File: src/rtl/wdog_pkg.sv
package wdog_pkg;
   typedef enum logic [1:0] {
      SUB_CNT  = 2'd0,
      SUB_BITE = 2'd1,
      SUB_BARK = 2'd2,
      SUB_CTL  = 2'd3
   } wdog_sub_e;

   localparam int CTL_IRQEN = 0;
   localparam int CTL_STS   = 1;
   localparam int CTL_RSTEN = 2;
   localparam int CTL_W     = 3;
   localparam int WIN_LSB   = 4;
endpackage

File: src/rtl/wdog_dec.sv
module wdog_dec
   import wdog_pkg::*;
#(
   parameter int AW  = 6,
   parameter int NCH = 3
) (
   input  logic [AW-1:0]  addr_i,
   output logic [NCH-1:0] sel_o,
   output wdog_sub_e      sub_o
);
   localparam int CW = AW - WIN_LSB;

   logic aligned;
   assign aligned = (addr_i[1:0] == 2'b00);
   assign sub_o   = wdog_sub_e'(addr_i[3:2]);

   for (genvar i = 0; i < NCH; i++) begin : g_sel
      assign sel_o[i] = aligned && (addr_i[AW-1:WIN_LSB] == CW'(i));
   end
endmodule

File: src/rtl/wdog_chan.sv
module wdog_chan
   import wdog_pkg::*;
#(
   parameter int DW       = 32,
   parameter bit HAS_BARK = 1'b0
) (
   input  logic            clk_i,
   input  logic            rst_ni,
   input  logic            tick_i,
   input  logic            sel_i,
   input  logic            we_i,
   input  wdog_sub_e       sub_i,
   input  logic [DW-1:0]   wdata_i,
   output logic [DW-1:0]   cnt_o,
   output logic [DW-1:0]   bite_o,
   output logic [DW-1:0]   bark_o,
   output logic [CTL_W-1:0] ctl_o,
   output logic            rq_o
);
   logic          wr_cnt, wr_bite, wr_ctl;
   logic [DW-1:0] cnt_q, bite_q;
   logic          rsten_q, rq_q;

   assign wr_cnt  = we_i && sel_i && (sub_i == SUB_CNT);
   assign wr_bite = we_i && sel_i && (sub_i == SUB_BITE);
   assign wr_ctl  = we_i && sel_i && (sub_i == SUB_CTL);

   always_ff @(posedge clk_i or negedge rst_ni) begin
      if (!rst_ni) begin
         cnt_q <= '0;
      end else if (wr_cnt) begin
         cnt_q <= wdata_i;
      end else if (tick_i) begin
         cnt_q <= cnt_q + 1'b1;
      end
   end

   always_ff @(posedge clk_i or negedge rst_ni) begin
      if (!rst_ni) begin
         bite_q  <= '0;
         rsten_q <= 1'b0;
         rq_q    <= 1'b0;
      end else begin
         if (wr_bite) bite_q  <= wdata_i;
         if (wr_ctl)  rsten_q <= wdata_i[CTL_RSTEN];
         rq_q <= rsten_q && (cnt_q >= bite_q);
      end
   end

   if (HAS_BARK) begin : g_bark
      logic          wr_bark;
      logic [DW-1:0] bark_q;
      logic          irqen_q, sts_q;
      logic          sts_set, sts_clr;

      assign wr_bark = we_i && sel_i && (sub_i == SUB_BARK);
      assign sts_set = irqen_q && (cnt_q >= bark_q);
      assign sts_clr = wr_ctl && wdata_i[CTL_STS];

      always_ff @(posedge clk_i or negedge rst_ni) begin
         if (!rst_ni) begin
            bark_q  <= '0;
            irqen_q <= 1'b0;
            sts_q   <= 1'b0;
         end else begin
            if (wr_bark) bark_q  <= wdata_i;
            if (wr_ctl)  irqen_q <= wdata_i[CTL_IRQEN];
            sts_q <= (sts_q && !sts_clr) || sts_set;
         end
      end

      assign bark_o = bark_q;
      assign ctl_o  = {rsten_q, sts_q, irqen_q};
   end else begin : g_nobark
      assign bark_o = '0;
      assign ctl_o  = {rsten_q, 2'b00};
   end

   assign cnt_o  = cnt_q;
   assign bite_o = bite_q;
   assign rq_o   = rq_q;
endmodule

File: src/rtl/wdog_multi.sv
module wdog_multi
   import wdog_pkg::*;
#(
   parameter int DW  = 32,
   parameter int AW  = 6,
   parameter int NCH = 3
) (
   input  logic          clk_i,
   input  logic          rst_ni,
   input  logic          tick_i,
   input  logic          we_i,
   input  logic [AW-1:0] addr_i,
   input  logic [DW-1:0] wdata_i,
   output logic [DW-1:0] rdata_o,
   output logic          rec_rst_o,
   output logic          sys_rst_o,
   output logic          irq_o
);
   if (DW < CTL_W) begin : g_bad_dw
      $error("wdog_multi: DW must hold the control field");
   end
   if (AW < WIN_LSB + 2) begin : g_bad_aw
      $error("wdog_multi: AW too small for the channel windows");
   end
   if (NCH < 2) begin : g_bad_nch_lo
      $error("wdog_multi: NCH must be at least 2");
   end
   if (NCH > (1 << (AW - WIN_LSB))) begin : g_bad_nch_hi
      $error("wdog_multi: NCH does not fit in the address space");
   end

   logic [NCH-1:0]   sel;
   wdog_sub_e        sub;
   logic [DW-1:0]    cnt_a  [NCH];
   logic [DW-1:0]    bite_a [NCH];
   logic [DW-1:0]    bark_a [NCH];
   logic [CTL_W-1:0] ctl_a  [NCH];
   logic [NCH-1:0]   rq;

   wdog_dec #(.AW(AW), .NCH(NCH)) u_dec (
      .addr_i (addr_i),
      .sel_o  (sel),
      .sub_o  (sub)
   );

   for (genvar i = 0; i < NCH; i++) begin : g_ch
      wdog_chan #(.DW(DW), .HAS_BARK(i == 0)) u_ch (
         .clk_i   (clk_i),
         .rst_ni  (rst_ni),
         .tick_i  (tick_i),
         .sel_i   (sel[i]),
         .we_i    (we_i),
         .sub_i   (sub),
         .wdata_i (wdata_i),
         .cnt_o   (cnt_a[i]),
         .bite_o  (bite_a[i]),
         .bark_o  (bark_a[i]),
         .ctl_o   (ctl_a[i]),
         .rq_o    (rq[i])
      );
   end

   always_comb begin
      rdata_o = '0;
      for (int i = 0; i < NCH; i++) begin
         if (sel[i]) begin
            unique case (sub)
               SUB_CNT:  rdata_o = cnt_a[i];
               SUB_BITE: rdata_o = bite_a[i];
               SUB_BARK: rdata_o = bark_a[i];
               SUB_CTL:  rdata_o = DW'(ctl_a[i]);
               default:  rdata_o = '0;
            endcase
         end
      end
   end

   logic [DW-1:0]    cnt0_w;
   logic [CTL_W-1:0] ctl0_w;
   assign cnt0_w = cnt_a[0];
   assign ctl0_w = ctl_a[0];

   assign rec_rst_o = rq[0];
   assign sys_rst_o = |rq[NCH-1:1];
   assign irq_o     = ctl0_w[CTL_STS] && ctl0_w[CTL_IRQEN];
endmodule

File: config.mk
export PLATFORM = sky130hd
export DESIGN_NAME = wdog_multi
export DESIGN_NICKNAME = d
export VERILOG_FILES = /design/src/rtl/wdog_pkg.sv /design/src/rtl/wdog_dec.sv /design/src/rtl/wdog_chan.sv /design/src/rtl/wdog_multi.sv
export SDC_FILE = /design/constraint.sdc
export NUM_CORES = 1
export LEC_CHECK = 0
export BUFFER_PORTS_ARGS = -buffer_cell sky130_fd_sc_hd__buf_2
export CORE_MARGIN = 1.5
export CORE_UTILIZATION = 63
export CTS_CLUSTER_SIZE = 14
export DETAILED_ROUTE_END_ITERATION = 10
export PLACE_DENSITY = 0.81
export SLEW_MARGIN = 0
export SYNTH_ARGS = -nofsm -noshare
export SYNTH_HDL_FRONTEND = slang
export SYNTH_HIERARCHICAL = 1
export SYNTH_SLANG_ARGS = --single-unit
File: constraint.sdc
create_clock -name clk_i -period 2.9 [get_ports clk_i]
set_input_delay 0.145 -clock clk_i [delete_from_list [all_inputs] [get_ports clk_i]]
set_output_delay 0.145 -clock clk_i [all_outputs]
set_load 0.01 [all_outputs]
==> results of run 1 <==
[how the worst min path moves through the flow]
stage / endpoint / slack (ns) / cells after the start
final: g_ch[2].u_ch/cnt_o[0] / 0.09 / 3
after detailed placement: g_ch[2].u_ch/bite_o[6] / 0.20 / 1
after CTS: g_ch[2].u_ch/cnt_o[0] / 0.06 / 3
after floorplan: g_ch[0].u_ch/bark_o[0] / -0.15 / 0
after global placement: g_ch[2].u_ch/bite_o[6] / 0.21 / 1
after global routing: g_ch[2].u_ch/cnt_o[0] / 0.1 / 3
[kinds of logic after synthesis]
group,share of synthesized area
AOI/OAI and AO/OA,0.122
xor gates and xnor gates,0.0379
buffers and inverters,0.0911
adders and majority gates,0.0971
muxes,0.159
other,0.000445
DFF,0.344
and+or+nand+nor,0.149
[layout make-up]
type                            instances  area, um2
Clock buffer                           40        774
Clock inverter                          8       90.1
Fill cell                            1925       7680
Inverter                              140        526
Multi-Input combinational cell       1343       9820
Sequential cell                       232       5810
Tap cell                              335        419
Timing Repair Buffer                  146       1090
[cell usage after synthesis, drive strengths merged, types with 8 or more instances]
master     n
dfrtp    232
nand2    193
inv      140
ha       131
mux2     130
buf      116
o21ai    108
nor2     104
mux2i    100
a21oi     95
clkbuf    46
nand4     43
nand3     42
xnor2     37
xor2      36
o221ai    29
o2bb2ai   29
and3      22
nor3      19
a21o      16
nor4      14
a22oi     11
or4       11
and2       9
mux4       9
nand2b     9
or3        9
and4       8
[cell usage in the layout, fill, tap and decap left out, types with 41 or more instances in the layout]
cell,n
a21oi_1,95
buf_2,73
conb_1,68
dfrtp_1,232
ha_1,131
inv_1,140
mux2_2,130
mux2i_1,100
nand2_1,192
nand3_1,41
nor2_1,103
o21ai_0,99
[metrics by stage]
stage	hold slack (ns)	utilization	power (uW)	instance area [um2]	std cells
floorplan	-0.151	-	6620	17100	1877
global placement	0.206	0.661	7390	17300	2163
detailed placement	0.195	0.661	7590	17300	2163
CTS	0.0599	0.707	11000	18500	2244
global route	0.0973	0.707	11700	18500	2244
finish	0.0885	0.707	11100	18500	2244
[power by group]
part	switching (uW)	leakage [uW]	total, uW	internal (uW)
clock	1380	0.000430	3390	2010
combinational	1700	0.00501	3170	1470
sequential	744	0.00302	4510	3770
total	3830	0.00846	11100	7240
[sequential cells by signal, indices dropped and copies added (netlist names)]
signal	cells
g_ch.u_ch/bark_o	32
g_ch.u_ch/bite_o	96
g_ch.u_ch/cnt_o	96
g_ch.u_ch/g_bark.irqen_q	1
g_ch.u_ch/g_bark.sts_q	1
g_ch.u_ch/rq_o	3
g_ch.u_ch/rsten_q	3
[worst max-delay path, cell delays in order, from the launching register on]
cell	delay, ns
dfrtp_1	0.45
ha_1	0.37
a21o_1	0.20
a211oi_1	0.32
o21ai_0	0.18
a2111oi_0	0.84
o21ai_0	0.20
[metal layers]
layer | vias to the layer above | global-route usage | part of all wire
li1 | 6441 | - | -
met2 | 633 | 0.556 | 0.47
met1 | 6881 | 0.455 | 0.41
met5 | - | 0 | 0
met4 | 0 | 0.112 | 0.031
met3 | 134 | 0.0566 | 0.088
==> impl_metrics.yaml, run 1 <==
outcome:
  status: "complete, but fails checks"
  violations: "DRC"
sta:
  min_period_ns: 2.71
  tightest_slew_ns: 0.886
  grt_setup_unrepaired: "no"
  max_freq_ghz: 0.368
  drv_slew: 0
  fin_ws_ns: 0.185
  finalHoldViolCount: 0
  setup_tns_ns: 0
  fin_crit_sh: 0.936
  maxSlewHeadroom: 0.394
  clock_skew_ns: 0.0100
  setup_viol: 0
synth:
  yosys.area.top_type: "dfrtp_1"
  synth.area.top_cells: "dfrtp_1, ha_1, mux2_2"
  synthCells: 1811
  ys_ff_latch: 232
  synthArstFlopShare: 1.00
  yosysWarnings: 6
  synth_edf_count: 0
  yosysUniqueCellTypes: 65
  synth.cell_area_mm2: 0.0169
  synth.avg_cell_area_um2: 9.32
  synth-seq-area-share: 0.344
  synth_top_area_frac: 0.344
  yosys_most_used_dff: "dfrtp_1"
routing:
  postRouteAntennaNets: 0
  wirelength_um: 46800
  firstDrtPassIters: 8
  drc: 5
  viasPerCell: 6.28
  drt_iter0_markers: 1185
  vias: 14100
  avgRoutedWirePerCell_um: 20.9
grt:
  grt_first_pass_wirelength_um: 74600
  grt_max_degree: 86
  grt_use_total: 0.338
  overflow: 0
  grt_pass1_vias: 14200
  grt_antenna_before_repair: 0
power_and_ir_drop:
  power.density_mw_per_mm2: 598
  p_leak_uw: 0.00846
  vdd_drop_max_mv: 0.533
critical_path:
  start_kind: "flop"
  required_ns: 3.28
  critPathLaunch: "g_ch[1].u_ch/cnt_o[6]"
  crit_path_end_kind: "flop"
  cp.arrival_ns: 3.09
  crit_path_end: "g_ch[1].u_ch/rq_o"
  reg2reg_to: "g_ch[1].u_ch/rq_o"
  r2r_slack_ns: 0.19
  reg2reg_depth: 6
  r2r-start: "g_ch[1].u_ch/cnt_o[6]"
  critical_path.max_fanout: 4
  worstSetupPathType: "flop to flop"
clocking:
  cts_max_level: 1
  postCtsHoldBufs: 33
  clk_latency_ns: 0.54
  numCtsBuffers: 26
  clkSinkCount: 232
  postCtsSetupRepairBufs: 0
  clock_path_buffers: 3
  cts_resized: 0
  cts_tree: "yes"
  cts-root-buf: "clkbuf_16"
  clk_pin_slew_ns: 0.06
die:
  start_util: 0.644
  die_w_um: 167
  row_count: 59
  io_pins: 77
  fp.dieH_um: 167
  core-area_mm2: 0.0262
  die_area_mm2: 0.0278
worst_hold_path:
  hold_start: "tick_i"
  hp-class: "input pin to flop"
finish:
  nets: 2062
  antennaDiodeCount: 0
  drive_gt1_frac: 0.164
  area_growth_pct: 9.73
placement:
  place_ws_ns: 0.282
  numPortBuffers: 76
  dp_hpwl_um: 33400
  gp_congestion: 0.922
run:
  maxCapViolCount: 0
No activity file was read; power rests on OpenSTA's default activity.
==> inputs of run 2 (changes only) <==
--- a/config.mk
+++ b/config.mk
@@ -6,7 +6,6 @@
 export NUM_CORES = 1
 export LEC_CHECK = 0
 export BUFFER_PORTS_ARGS = -buffer_cell sky130_fd_sc_hd__buf_2
-export CORE_MARGIN = 1.5
 export CORE_UTILIZATION = 63
 export CTS_CLUSTER_SIZE = 14
 export DETAILED_ROUTE_END_ITERATION = 10
==> impl_metrics.yaml, run 2 (synthesis gave the netlist of run 1 again) <==
critical_path:
  r2r-start: "g_ch[1].u_ch/cnt_o[0]"
  crit_path_end: "g_ch[1].u_ch/rq_o"
  worstSetupPathType: "flop to flop"
  r2r_slack_ns: 0.19
  critical_path.max_fanout: 6
  reg2reg_depth: 7
  required_ns: 3.29
  reg2reg_to: "g_ch[1].u_ch/rq_o"
  cp.arrival_ns: 3.09
  crit_path_end_kind: "flop"
  critPathLaunch: "g_ch[1].u_ch/cnt_o[0]"
  start_kind: "flop"
finish:
  antennaDiodeCount: 0
  nets: 2059
  drive_gt1_frac: 0.163
  final_cell_mix: "dfrtp_1, nand2_1, inv_1"
  layout_commonest_cell: "dfrtp_1"
  area_growth_pct: 9.45
  final_cell_count_no_fill: 2241
power_and_ir_drop:
  power.density_mw_per_mm2: 601
  vdd_drop_max_mv: 0.487
  p_leak_uw: 0.00844
placement:
  place_ws_ns: 0.230
  dp_hpwl_um: 32300
  numPortBuffers: 76
  gp_congestion: 0.921
  placed_cells: 2159
clocking:
  clkSinkCount: 232
  clk_latency_ns: 0.55
  cts_max_level: 1
  cts_tree: "yes"
  cts-root-buf: "clkbuf_16"
  clock_path_buffers: 3
  clk_pin_slew_ns: 0.06
  numCtsBuffers: 27
  postCtsSetupRepairBufs: 0
sta:
  drv_slew: 0
  grt_setup_unrepaired: "no"
  maxSlewHeadroom: 0.454
  tightest_slew_ns: 0.799
  fin_ws_ns: 0.195
  min_period_ns: 2.71
  setup_viol: 0
  clock_skew_ns: 0.0101
  setup_tns_ns: 0
  max_freq_ghz: 0.370
  finalHoldViolCount: 0
  fin_crit_sh: 0.933
grt:
  met1_usage: 0.451
  grt_use_total: 0.333
  overflow: 0
  grt_antenna_before_repair: 1
  met2_usage: 0.540
  use_met3: 0.0597
  grt_busiest_layer: "met2"
  grt_pass1_vias: 13700
  grt_first_pass_wirelength_um: 72700
  grt_max_degree: 89
die:
  fp.dieH_um: 166
  core-area_mm2: 0.0262
  io_pins: 77
  die_w_um: 166
  die_area_mm2: 0.0275
  start_util: 0.644
  row_count: 59
routing:
  postRouteAntennaNets: 0
  avgRoutedWirePerCell_um: 20.3
  wirelength_um: 45400
  viasPerCell: 6.20
  vias: 13900
  drt_iter0_markers: 1152
  drc: 8
  firstDrtPassIters: 8
outcome:
  violations: "DRC"
  status: "complete, but fails checks"
run:
  maxCapViolCount: 0
worst_hold_path:
  hp-class: "input pin to flop"
  hold_start: "we_i"
-- run 2: cell types whose count changed in the layout (fill, tap and decap cells not counted) --
cell / change
a2111oi_0: -1
a2111oi_1: +1
buf_12: -4
clkbuf_8: +3
clkinv_2: -2
-- run 2: cell type report --
type / count / area, um2
sequential: 232 / 5810
clock buffer: 43 / 816
timing repair buffer: 142 / 1010
clock inverter: 6 / 80.1
fill: 1938 / 7730
multi-input combinational: 1343 / 9820
tap: 335 / 419
inverter: 140 / 526
-- run 2: critical path: stages, from the launching register on --
cell	delay, ns
dfrtp_1	0.45
inv_1	0.07
ha_1	0.29
nand2b_1	0.13
a2111oi_0	0.46
o21ai_0	0.22
a2111oi_1	0.69
o21ai_0	0.23
-- run 2: per-stage QoR --
stage	total power (uW)	hold WS, ns	utilization	instance area, um2
6_report	11100	0.0837	0.705	18500
5_1_grt	11700	0.0977	0.705	18500
4_1_cts	11100	0.0710	0.705	18500
3_5_place_dp	7550	0.231	0.658	17300
3_3_place_gp	7370	0.218	0.658	17300
2_1_floorplan	6620	-0.151	-	17100
-- run 2: where the power goes --
part / leakage [uW] / switching (uW) / total, uW / internal, uW
combinational: 0.00497 / 1650 / 3100 / 1450
clock: 0.000444 / 1400 / 3490 / 2090
sequential: 0.00302 / 748 / 4520 / 3770
total: 0.00844 / 3800 / 11100 / 7310
-- run 2: worst min path at each step --
stage / slack [ns] / to / depth (start not counted)
global route: 0.1 / g_ch[1].u_ch/rsten_q / 3
detailed placement: 0.23 / g_ch[0].u_ch/bark_o[27] / 1
floorplan: -0.15 / g_ch[0].u_ch/bark_o[0] / 0
global placement: 0.22 / g_ch[0].u_ch/bark_o[26] / 1
CTS: 0.07 / g_ch[1].u_ch/rsten_q / 3
finish: 0.08 / g_ch[1].u_ch/rsten_q / 3
-- run 2: timing repair --
item / in CTS / in global routing
gates resized for setup: 0 / 1
setup endpoints to repair: 0 / 1
endpoints found under the hold margin: 174 / 0
hold buffers: 33 / 0
-- run 2: routing by layer --
layer / vias up / part of all wire
met5: - / 0.00029
met4: 2 / 0.030
met3: 102 / 0.084
met2: 568 / 0.46
met1: 6771 / 0.42
li1: 6447 / -
